$ cat config.mk
export PLATFORM = sky130hd
export DESIGN_NAME = flash_cmd_seq
export DESIGN_NICKNAME = d
export VERILOG_FILES = /design/src/rtl/flash_cmd_pkg.sv /design/src/rtl/fcs_decode.sv /design/src/rtl/fcs_window_timer.sv /design/src/rtl/fcs_sector_set.sv /design/src/rtl/flash_cmd_seq.sv
export SDC_FILE = /design/constraint.sdc
export NUM_CORES = 1
export LEC_CHECK = 0
export BUFFER_PORTS_ARGS = -buffer_cell sky130_fd_sc_hd__buf_2
export CAP_MARGIN = 20
export CORE_MARGIN = 2
export CORE_UTILIZATION = 50
export CTS_BUF_LIST = sky130_fd_sc_hd__clkbuf_16
export DETAILED_ROUTE_END_ITERATION = 7
export PLACE_DENSITY = 0.74
export SYNTH_ARGS = -nofsm -noshare
export SYNTH_HDL_FRONTEND = slang
export SYNTH_SLANG_ARGS = --single-unit
$ cat constraint.sdc
create_clock -name clk_i -period 2.9 [get_ports clk_i]
set_input_delay 0.29 -clock clk_i [delete_from_list [all_inputs] [get_ports clk_i]]
set_output_delay 0.29 -clock clk_i [all_outputs]
set_load 0.02 [all_outputs]
$ cat src/rtl/flash_cmd_pkg.sv
package flash_cmd_pkg;

  typedef enum logic [1:0] {
    MODE_ARRAY   = 2'd0,
    MODE_AUTOSEL = 2'd1,
    MODE_BUSY    = 2'd2,
    MODE_SUSP    = 2'd3
  } mode_e;

  typedef enum logic [2:0] {
    OP_PROGRAM    = 3'd0,
    OP_CHIP_ERASE = 3'd1,
    OP_SECT_ERASE = 3'd2,
    OP_SUSPEND    = 3'd3,
    OP_RESUME     = 3'd4,
    OP_AUTOSEL    = 3'd5,
    OP_RESET      = 3'd6
  } op_e;

  typedef enum logic [3:0] {
    ST_IDLE, ST_UNL1, ST_UNL2, ST_PSETUP,
    ST_ESETUP, ST_EUNL1, ST_EUNL2, ST_AUTOSEL,
    ST_WINDOW, ST_BUSY_PROG, ST_BUSY_CHIP, ST_BUSY_SECT,
    ST_SUSP
  } state_e;

  localparam logic [7:0] BYTE_UNL1   = 8'hAA;
  localparam logic [7:0] BYTE_UNL2   = 8'h55;
  localparam logic [7:0] BYTE_PROG   = 8'hA0;
  localparam logic [7:0] BYTE_ESETUP = 8'h80;
  localparam logic [7:0] BYTE_CHIP   = 8'h10;
  localparam logic [7:0] BYTE_SECT   = 8'h30;
  localparam logic [7:0] BYTE_ASEL   = 8'h90;
  localparam logic [7:0] BYTE_RESET  = 8'hF0;
  localparam logic [7:0] BYTE_SUSP   = 8'hB0;

  localparam logic [10:0] ADR_KEY_A = 11'h555;
  localparam logic [10:0] ADR_KEY_B = 11'h2AA;

  typedef struct packed {
    logic unl1;
    logic unl2;
    logic prog;
    logic esetup;
    logic chip;
    logic asel;
    logic d30;
    logic rst;
    logic susp;
  } wr_class_t;

endpackage

$ cat src/rtl/fcs_decode.sv
module fcs_decode
  import flash_cmd_pkg::*;
#(
  parameter int CMD_ADDR_W = 11
) (
  input  logic [CMD_ADDR_W-1:0] cmd_addr_i,
  input  logic [7:0]            data_i,
  output wr_class_t             cls_o
);
  localparam logic [CMD_ADDR_W-1:0] KEY_A = CMD_ADDR_W'(ADR_KEY_A);
  localparam logic [CMD_ADDR_W-1:0] KEY_B = CMD_ADDR_W'(ADR_KEY_B);

  logic at_a, at_b;

  always_comb begin
    at_a          = (cmd_addr_i == KEY_A);
    at_b          = (cmd_addr_i == KEY_B);
    cls_o.unl1    = at_a && (data_i == BYTE_UNL1);
    cls_o.unl2    = at_b && (data_i == BYTE_UNL2);
    cls_o.prog    = at_a && (data_i == BYTE_PROG);
    cls_o.esetup  = at_a && (data_i == BYTE_ESETUP);
    cls_o.chip    = at_a && (data_i == BYTE_CHIP);
    cls_o.asel    = at_a && (data_i == BYTE_ASEL);
    cls_o.d30     = (data_i == BYTE_SECT);
    cls_o.rst     = (data_i == BYTE_RESET);
    cls_o.susp    = (data_i == BYTE_SUSP);
  end
endmodule

$ cat src/rtl/fcs_window_timer.sv
module fcs_window_timer #(
  parameter int WIN_CYC = 2500
) (
  input  logic clk_i,
  input  logic rst_ni,
  input  logic load_i,
  input  logic run_i,
  output logic expired_o
);
  localparam int CNT_W = $clog2(WIN_CYC + 1);

  logic [CNT_W-1:0] cnt_q;

  always_ff @(posedge clk_i or negedge rst_ni) begin
    if (!rst_ni)                    cnt_q <= '0;
    else if (load_i)                cnt_q <= CNT_W'(WIN_CYC - 1);
    else if (run_i && cnt_q != '0)  cnt_q <= cnt_q - 1'b1;
  end

  assign expired_o = (cnt_q == '0);
endmodule

$ cat src/rtl/fcs_sector_set.sv
module fcs_sector_set #(
  parameter int SECT_W = 3
) (
  input  logic                   clk_i,
  input  logic                   rst_ni,
  input  logic                   clr_i,
  input  logic                   fill_i,
  input  logic                   add_i,
  input  logic [SECT_W-1:0]      sel_i,
  output logic [(1<<SECT_W)-1:0] set_o
);
  localparam int NUM_SECT = 1 << SECT_W;

  for (genvar g = 0; g < NUM_SECT; g++) begin : g_sect
    logic hit;
    assign hit = add_i && (sel_i == SECT_W'(g));
    always_ff @(posedge clk_i or negedge rst_ni) begin
      if (!rst_ni)     set_o[g] <= 1'b0;
      else if (fill_i) set_o[g] <= 1'b1;
      else if (clr_i)  set_o[g] <= hit;
      else if (hit)    set_o[g] <= 1'b1;
    end
  end
endmodule

$ cat src/rtl/flash_cmd_seq.sv
module flash_cmd_seq
  import flash_cmd_pkg::*;
#(
  parameter int ADDR_W     = 19,
  parameter int SECT_W     = 3,
  parameter int CMD_ADDR_W = 11,
  parameter int CLK_MHZ    = 50,
  parameter int WINDOW_US  = 50
) (
  input  logic                   clk_i,
  input  logic                   rst_ni,
  input  logic                   wr_valid_i,
  input  logic [ADDR_W-1:0]      wr_addr_i,
  input  logic [7:0]             wr_data_i,
  input  logic                   op_done_i,
  input  logic                   op_timeout_i,
  output logic [1:0]             mode_o,
  output logic                   req_valid_o,
  output logic [2:0]             req_op_o,
  output logic [ADDR_W-1:0]      req_addr_o,
  output logic [7:0]             req_data_o,
  output logic [(1<<SECT_W)-1:0] erase_set_o
);
  localparam int WIN_CYC = CLK_MHZ * WINDOW_US;

  state_e    state_q, state_d;
  logic      susp_q, susp_d;     // suspended context
  logic      pend_q, pend_d;     // suspended before erase started
  wr_class_t cls;
  logic      win_expired;
  logic      rq_v;
  op_e       rq_op;
  logic      set_clr, set_fill, set_add, tmr_load;
  state_e    base_st;

  fcs_decode #(.CMD_ADDR_W(CMD_ADDR_W)) u_dec (
    .cmd_addr_i (wr_addr_i[CMD_ADDR_W-1:0]),
    .data_i     (wr_data_i),
    .cls_o      (cls)
  );

  fcs_window_timer #(.WIN_CYC(WIN_CYC)) u_tmr (
    .clk_i     (clk_i),
    .rst_ni    (rst_ni),
    .load_i    (tmr_load),
    .run_i     (state_q == ST_WINDOW && !wr_valid_i),
    .expired_o (win_expired)
  );

  fcs_sector_set #(.SECT_W(SECT_W)) u_set (
    .clk_i  (clk_i),
    .rst_ni (rst_ni),
    .clr_i  (set_clr),
    .fill_i (set_fill),
    .add_i  (set_add),
    .sel_i  (wr_addr_i[ADDR_W-1 -: SECT_W]),
    .set_o  (erase_set_o)
  );

  assign base_st = susp_q ? ST_SUSP : ST_IDLE;

  always_comb begin
    state_d  = state_q;
    susp_d   = susp_q;
    pend_d   = pend_q;
    rq_v     = 1'b0;
    rq_op    = OP_RESET;
    set_clr  = 1'b0;
    set_fill = 1'b0;
    set_add  = 1'b0;
    tmr_load = 1'b0;
    unique case (state_q)
      ST_IDLE: if (wr_valid_i) begin
        if (cls.unl1)     state_d = ST_UNL1;
        else if (cls.rst) rq_v = 1'b1;
      end
      ST_SUSP: if (wr_valid_i) begin
        if (cls.unl1) state_d = ST_UNL1;
        else if (cls.d30) begin
          rq_v    = 1'b1;
          rq_op   = pend_q ? OP_SECT_ERASE : OP_RESUME;
          state_d = ST_BUSY_SECT;
          susp_d  = 1'b0;
          pend_d  = 1'b0;
        end
      end
      ST_UNL1, ST_ESETUP: if (wr_valid_i) begin
        if (cls.unl1 && state_q == ST_ESETUP) state_d = ST_EUNL1;
        else if (cls.unl2 && state_q == ST_UNL1) state_d = ST_UNL2;
        else begin
          state_d = base_st;
          rq_v    = cls.rst;
        end
      end
      ST_UNL2: if (wr_valid_i) begin
        if (cls.prog) state_d = ST_PSETUP;
        else if (cls.esetup && !susp_q) state_d = ST_ESETUP;
        else if (cls.asel) begin
          state_d = ST_AUTOSEL;
          rq_v    = 1'b1;
          rq_op   = OP_AUTOSEL;
        end else begin
          state_d = base_st;
          rq_v    = cls.rst;
        end
      end
      ST_PSETUP: if (wr_valid_i) begin
        state_d = ST_BUSY_PROG;
        rq_v    = 1'b1;
        rq_op   = OP_PROGRAM;
      end
      ST_EUNL1: if (wr_valid_i) begin
        if (cls.unl2) state_d = ST_EUNL2;
        else begin
          state_d = base_st;
          rq_v    = cls.rst;
        end
      end
      ST_EUNL2: if (wr_valid_i) begin
        if (cls.chip) begin
          state_d  = ST_BUSY_CHIP;
          set_fill = 1'b1;
          rq_v     = 1'b1;
          rq_op    = OP_CHIP_ERASE;
        end else if (cls.d30) begin
          state_d  = ST_WINDOW;
          set_clr  = 1'b1;
          set_add  = 1'b1;
          tmr_load = 1'b1;
        end else begin
          state_d = base_st;
          rq_v    = cls.rst;
        end
      end
      ST_AUTOSEL: if (wr_valid_i && cls.rst) begin
        state_d = base_st;
        rq_v    = 1'b1;
      end
      ST_WINDOW: begin
        if (wr_valid_i) begin
          if (cls.d30) begin
            set_add  = 1'b1;
            tmr_load = 1'b1;
          end else if (cls.susp) begin
            state_d = ST_SUSP;
            susp_d  = 1'b1;
            pend_d  = 1'b1;
          end else begin
            state_d = ST_IDLE;
            set_clr = 1'b1;
            rq_v    = cls.rst;
          end
        end else if (win_expired) begin
          state_d = ST_BUSY_SECT;
          rq_v    = 1'b1;
          rq_op   = OP_SECT_ERASE;
        end
      end
      ST_BUSY_PROG, ST_BUSY_CHIP, ST_BUSY_SECT: begin
        if (op_done_i) begin
          state_d = (state_q == ST_BUSY_PROG) ? base_st : ST_IDLE;
          set_clr = (state_q != ST_BUSY_PROG);
        end else if (wr_valid_i && cls.susp && state_q == ST_BUSY_SECT) begin
          state_d = ST_SUSP;
          susp_d  = 1'b1;
          rq_v    = 1'b1;
          rq_op   = OP_SUSPEND;
        end else if (wr_valid_i && cls.rst && op_timeout_i) begin
          state_d = ST_IDLE;
          susp_d  = 1'b0;
          pend_d  = 1'b0;
          set_clr = 1'b1;
          rq_v    = 1'b1;
        end
      end
      default: state_d = ST_IDLE;
    endcase
  end

  always_ff @(posedge clk_i or negedge rst_ni) begin
    if (!rst_ni) begin
      state_q     <= ST_IDLE;
      susp_q      <= 1'b0;
      pend_q      <= 1'b0;
      req_valid_o <= 1'b0;
      req_op_o    <= '0;
      req_addr_o  <= '0;
      req_data_o  <= '0;
    end else begin
      state_q     <= state_d;
      susp_q      <= susp_d;
      pend_q      <= pend_d;
      req_valid_o <= rq_v;
      if (rq_v) begin
        req_op_o   <= rq_op;
        req_addr_o <= (rq_op == OP_PROGRAM) ? wr_addr_i : '0;
        req_data_o <= (rq_op == OP_PROGRAM) ? wr_data_i : '0;
      end
    end
  end

  always_comb begin
    unique case (state_q)
      ST_AUTOSEL: mode_o = MODE_AUTOSEL;
      ST_WINDOW, ST_BUSY_PROG, ST_BUSY_CHIP, ST_BUSY_SECT: mode_o = MODE_BUSY;
      ST_SUSP:    mode_o = MODE_SUSP;
      default:    mode_o = susp_q ? MODE_SUSP : MODE_ARRAY;
    endcase
  end

  AST_PROG_LAUNCH: assert property (@(posedge clk_i) disable iff (!rst_ni) (state_q == ST_PSETUP && wr_valid_i) |=> (req_valid_o && req_op_o == OP_PROGRAM && req_addr_o == $past(wr_addr_i) && req_data_o == $past(wr_data_i)));
  AST_CHIP_FILL: assert property (@(posedge clk_i) disable iff (!rst_ni) (state_q == ST_EUNL2 && wr_valid_i && cls.chip) |=> (&erase_set_o && mode_o == MODE_BUSY));
  AST_WIN_EXPIRE: assert property (@(posedge clk_i) disable iff (!rst_ni) (state_q == ST_WINDOW && !wr_valid_i && win_expired) |=> (req_valid_o && req_op_o == OP_SECT_ERASE));
  AST_WIN_GROW: assert property (@(posedge clk_i) disable iff (!rst_ni) (state_q == ST_WINDOW && wr_valid_i && cls.d30) |=> ((erase_set_o & $past(erase_set_o)) == $past(erase_set_o)));
  AST_BUSY_FILTER: assert property (@(posedge clk_i) disable iff (!rst_ni) ((state_q == ST_BUSY_PROG || state_q == ST_BUSY_CHIP) && wr_valid_i && !op_done_i && !op_timeout_i) |=> (!req_valid_o && mode_o == MODE_BUSY));
  AST_CHIP_NO_SUSP: assert property (@(posedge clk_i) disable iff (!rst_ni) (state_q == ST_BUSY_CHIP && wr_valid_i && cls.susp && !op_done_i) |=> (mode_o == MODE_BUSY));
  AST_RESUME_BUSY: assert property (@(posedge clk_i) disable iff (!rst_ni) (req_valid_o && req_op_o == OP_RESUME) |-> (mode_o == MODE_BUSY));
endmodule

# ---- Word-level counts from Yosys, hierarchy flattened
# Cells that the tools add are included.
dict set report op_classes {
  muxes 129
  eq_ne 53
  add_sub_neg 1
  n_reduce_logical 46
}
# operator n
set ops {}
lappend ops {{$mux W4} 28}
lappend ops {{$mux W1} 73}
lappend ops {{$eq A8 B8 Y1 const B} 6}
lappend ops {{$pmux W4 S10} 1}
lappend ops {{$ne A2 B2 Y1 const B} 17}
lappend ops {{$mux W3} 11}
lappend ops {{$reduce_bool A3 Y1} 9}
lappend ops {{$mux W12} 2}
lappend ops {{$logic_and A1 B1 Y1} 23}
lappend ops {{$eq A4 B4 Y1 const B} 5}
lappend ops {{$mux W19} 1}
lappend ops {{$pmux W3 S6} 1}
lappend ops {{$eq A4 B3 Y1 const B} 4}
lappend ops {{$reduce_and A13 Y1} 1}
lappend ops {{$eq A3 B3 Y1 const B} 4}
lappend ops {{$logic_not A12 Y1} 1}
lappend ops {{$reduce_bool A12 Y1} 1}
lappend ops {{$sub A12 B1 Y12 const B} 1}
lappend ops {{$eq A11 B10 Y1 const B} 1}
lappend ops {{$eq A11 B11 Y1 const B} 1}
lappend ops {{$mux W2} 5}
lappend ops {{$pmux W1 S10} 1}
lappend ops {{$reduce_and A10 Y1} 1}
lappend ops {{$ne A3 B3 Y1 const B} 3}
lappend ops {{other kinds (21)} 28}
dict set report totals {
  reg_bits 57
  out_inout_bits 41
  inputBits 32
  elab_cells 245
}

# ---- Logic depth before layout (Yosys ltp)
dict set report depth {
  ltp_word 9
  mapped_depth 9
  ltp_nobuf 8
}

# ---- By module
# From an unflattened synthesis, not the netlist that was laid out.
dict set report hier_totals {
  hier_cells 402
  hier_area_um2 3589.7
}
# module instances area_each_um2 cells_each seq_area_each_um2
set by_module_without_submodules {}
lappend by_module_without_submodules {flash_cmd_seq 1 2343.5 279 925.9}
lappend by_module_without_submodules {fcs_window_timer 1 709.4 71 300.3}
lappend by_module_without_submodules {fcs_sector_set 1 327.8 24 200.2}
lappend by_module_without_submodules {fcs_decode 1 209.0 28 0.0}

# ---- Least setup slack after synthesis
# No wires, ideal clock.
dict set report synth_timing {
  kind {register to register}
  from {reg u_tmr.cnt_q[0]}
  to {reg state_q[2]}
  path_stages_with_launch 9
  setup_slack_ns 0.631
  path_buffers 0
  setup_ns 0.125
  synth_period_minus_slack_ns 2.269
  arrival_ns 2.144
  required_ns 2.775
  path_cell_list {dfrtp_1 -> inv_1 -> ha_1 -> nor4b_1 -> and4b_1 -> nand2b_1 -> o221ai_1 -> nor4_4 -> mux2_2}
}
dict set report synth_between {
  elab_chain_cells 3
}
# element line_no
set synth_rtl {}
lappend synth_rtl {{from (decl)} fcs_window_timer.sv:12} ;# logic [CNT_W-1:0] cnt_q;
lappend synth_rtl {{from (signal assigned)} fcs_window_timer.sv:16} ;# else if (load_i) cnt_q <= CNT_W'(WIN_CYC - 1);
lappend synth_rtl {{from (signal assigned)} fcs_window_timer.sv:17} ;# else if (run_i && cnt_q != '0) cnt_q <= cnt_q - 1'b1;
lappend synth_rtl {{$logic_not A12 Y1} fcs_window_timer.sv:20} ;# assign expired_o = (cnt_q == '0);
lappend synth_rtl {{$ne A3 B2 Y1 (no line)} n/a}
lappend synth_rtl {{$reduce_and A13 Y1 (no line)} n/a}
lappend synth_rtl {{to (signal assigned)} flash_cmd_seq.sv:190} ;# state_q <= state_d;
lappend synth_rtl {{to (decl)} flash_cmd_seq.sv:26} ;# state_e state_q, state_d;
# Every way passes these cells.
# A chain may end at the register's enable or synchronous reset.

# ---- Worst setup path after layout
# Same ends and word-level chain as after synthesis.

==> impl_metrics.tcl <==
set metrics [dict create \
    syn_inst 361 \
    place_area_sq_um 3910 \
    netlist.area_leader.share_pct 41.8 \
    ys_top_cells_by_area "dfrtp_1 42%, a22o_1 6.9%, a21oi_1 4.3%" \
    arrival_ns 2.73 \
    crit_buf_inv 1 \
    wl_um 10300 \
    syn-num-nets 394 \
    clock.fmax_mhz 397 \
    clock_latency_ns 0.32 \
    synthArstFlopShare_pct 100 \
    synth_seq_cells 57 \
    grt_antenna_before_repair 0 \
    ioPinCount 73 \
    crit_family "simple AND/OR/NAND/NOR gates" \
    r2r-start "u_tmr.cnt_q[0]$_DFFE_PN0P_" \
    die_h_um 86.6 \
    wl_met1_um 4570 \
    syn_area_per_cell_sq_um 9.46 \
    layout.nets 472 \
    ir_worst_vdd_mv 0.465 \
    endpoint_kind "flop" \
    skew_ns 0.00330 \
    cts-resized-gates 0 \
    synth.largest_area_cell "dfrtp_1" \
    place.port_buffers 72 \
    antenna-diode-count 0 \
    timing.final.crit_share_pct 86.8 \
    cts_inserted_buffers 9 \
    hold_path.class "input port to asynchronous set/reset pin" \
    seq_area_frac_synth_pct 41.8 \
    drive_above_1_share_pct 27.3 \
    dr.pass1.iters 6 \
    path_clk_slew_ns 0.05 \
    cp_cell_sequence "inv_1, ha_1, nor4b_1, and4b_1, nand2b_1, o221ai_1, nor4_4, mux2_2" \
    outcome "finished clean" \
    via_count 3390 \
    top_layer_used "met4" \
    syn_to_final_growth_pct 24.2 \
    worst_slew_pin_slew_ns 0.745 \
    core_area_sq_um 6720 \
    drc_errors 0 \
    cp-start-kind "flop" \
    grtUsageTotal_pct 28.8 \
    wl_met3_um 749 \
    ctsHoldBuffers 0 \
    yosys_most_used_dff "dfrtp_1" \
    synthesis.area_sq_um 3410 \
    wl_per_cell_um 19.6 \
    drt_iter0_markers 394 \
    powerDensity_nw_per_um2 1000 \
    grt_setup_unrepaired "no" \
    grt_pass1_vias 3122 \
    rows 30 \
    clk_path_buf_depth 2 \
    gp_congestion 1.03 \
    post-route-min-period_ns 2.52 \
    met2_length_um 4570 \
    synth_edf_count 0 \
    ant_nets 0 \
    hold_viol 0 \
    crit_type "flop to flop" \
    synth_cell_types 71 \
    cp_max_fo 4 \
    synth_common_cells "57 x dfrtp_1, 29 x a21oi_1, 27 x a22o_1" \
    grt_overflow 0 \
    grt_max_degree 32 \
    die_x_um 86.6 \
    yosysMostFrequentCell "dfrtp_1" \
    final_area_sq_um 4240 \
    cp_slowest_cell "nor4_4" \
    initial_core_util_pct 50.8 \
    yosysWarnings 0 \
    tns_ns 0 \
    critPathRequiredTime_ns 3.11 \
    cts_max_level 3 \
    cts_tree "yes" \
    crit_path_start "u_tmr.cnt_q[0]$_DFFE_PN0P_" \
    leakage_uw 0.00197 \
    vias_per_cell 6.47 \
    dpl.hpwl_um 7200 \
    cts.sink_count 57 \
    grt_pass1_wl_um 16600 \
    max_stage_delay_ns 0.42 \
    setup_viol 0 \
    post-cts-setup-buffers 0 \
    final_max_slew_viol_count 0 \
    die-area_sq_um 7510 \
    root_buffer "clkbuf_16" \
    slew_headroom_pct 50.4 \
    maxCapViolCount 0 \
]
## registers in the layout, indices dropped and copies added, names as in the netlist
name and flops:
state_q 4, u_tmr.cnt_q 12, u_set.set_o 8, req_valid_o 1, pend_q 1, req_op_o 3
req_addr_o 19, req_data_o 8, susp_q 1
## logic make-up (layout without fill, tap and decap cells)
family	after synthesis	after routing	synth area share, %
AO/OA/AOI/OAI	116	116	24.3
adder cells (fa/ha/maj)	1	1	0.366
multiplexers	4	4	1.28
XOR/XNOR	10	10	2.56
AND/OR/NAND/NOR	142	142	25.7
buffers and inverters	31	114	3.99
flip-flops	57	57	41.8
## report_power, final
group          internal, uW  leakage [uW]  switching, uW  total, uW
clock network           830      0.000164            369       1200
logic                   684       0.00104           1050       1730
registers              1080      0.000764            231       1310
## area by class of cell
| cell class | instances | area, sq um |
|---|---|---|
| clock inverters | 7 | 110 |
| flip-flops and latches | 57 | 1430 |
| clock buffers | 9 | 225 |
| repair buffers | 89 | 488 |
| multi-input cells | 273 | 1860 |
| well taps | 80 | 100 |
| fillers | 571 | 2480 |
| inverters | 9 | 33.8 |
## placed cells by master, fill, tap and decap left out, types with 5 or more instances in the layout
cell,count
nand2_1,26
nor3_1,11
dfrtp_1,57
o211ai_1,5
nor2b_1,7
inv_1,9
nand4_1,7
xor2_1,5
buf_2,72
buf_4,17
nand3_1,13
xnor2_1,5
nand2b_1,5
a22o_1,27
nor2_1,24
a21oi_1,29
a31oi_1,5
clkbuf_16,9
o21ai_0,13
nand3b_1,5
## metrics by stage
step | std cells | setup slack, ns | power [uW] | hold slack [ns] | util [%]
global placement | 508 | 0.406 | 3010 | 0.392 | 58.1
detailed placement | 508 | 0.387 | 3010 | 0.401 | 58.1
CTS | 524 | 0.401 | 4240 | 0.0537 | 63.1
finish | 524 | 0.382 | 4250 | 0.0283 | 63.1
global route | 524 | 0.149 | 4470 | 0.0880 | 63.1
floorplan | 361 | 0.631 | 2490 | -0.00559 | -
## metal layers
| layer | GRT usage (%) | up-vias |
|---|---|---|
| li1 | - | 1544 |
| met1 | 41.5 | 1622 |
| met2 | 42.2 | 181 |
| met3 | 4.76 | 43 |
| met4 | 13.6 | 0 |
| met5 | 0 | - |
## final timing paths
path / end / slack, ns / cells past startpoint
min in group clk_i: req_addr_o[11]$_DFFE_PN0P_ / 0.18 / 2
worst max register to register: state_q[2]$_DFFE_PN0P_ / 0.38 / 8
max in group asynchronous: req_addr_o[17]$_DFFE_PN0P_ / 2.03 / 2
worst min-delay path: req_addr_o[14]$_DFFE_PN0P_ / 0.03 / 1
worst min register to register: req_op_o[0]$_DFFE_PN0P_ / 0.49 / 1
worst max-delay path: state_q[2]$_DFFE_PN0P_ / 0.38 / 8
Note: power is estimated with default switching activity, not from simulation.
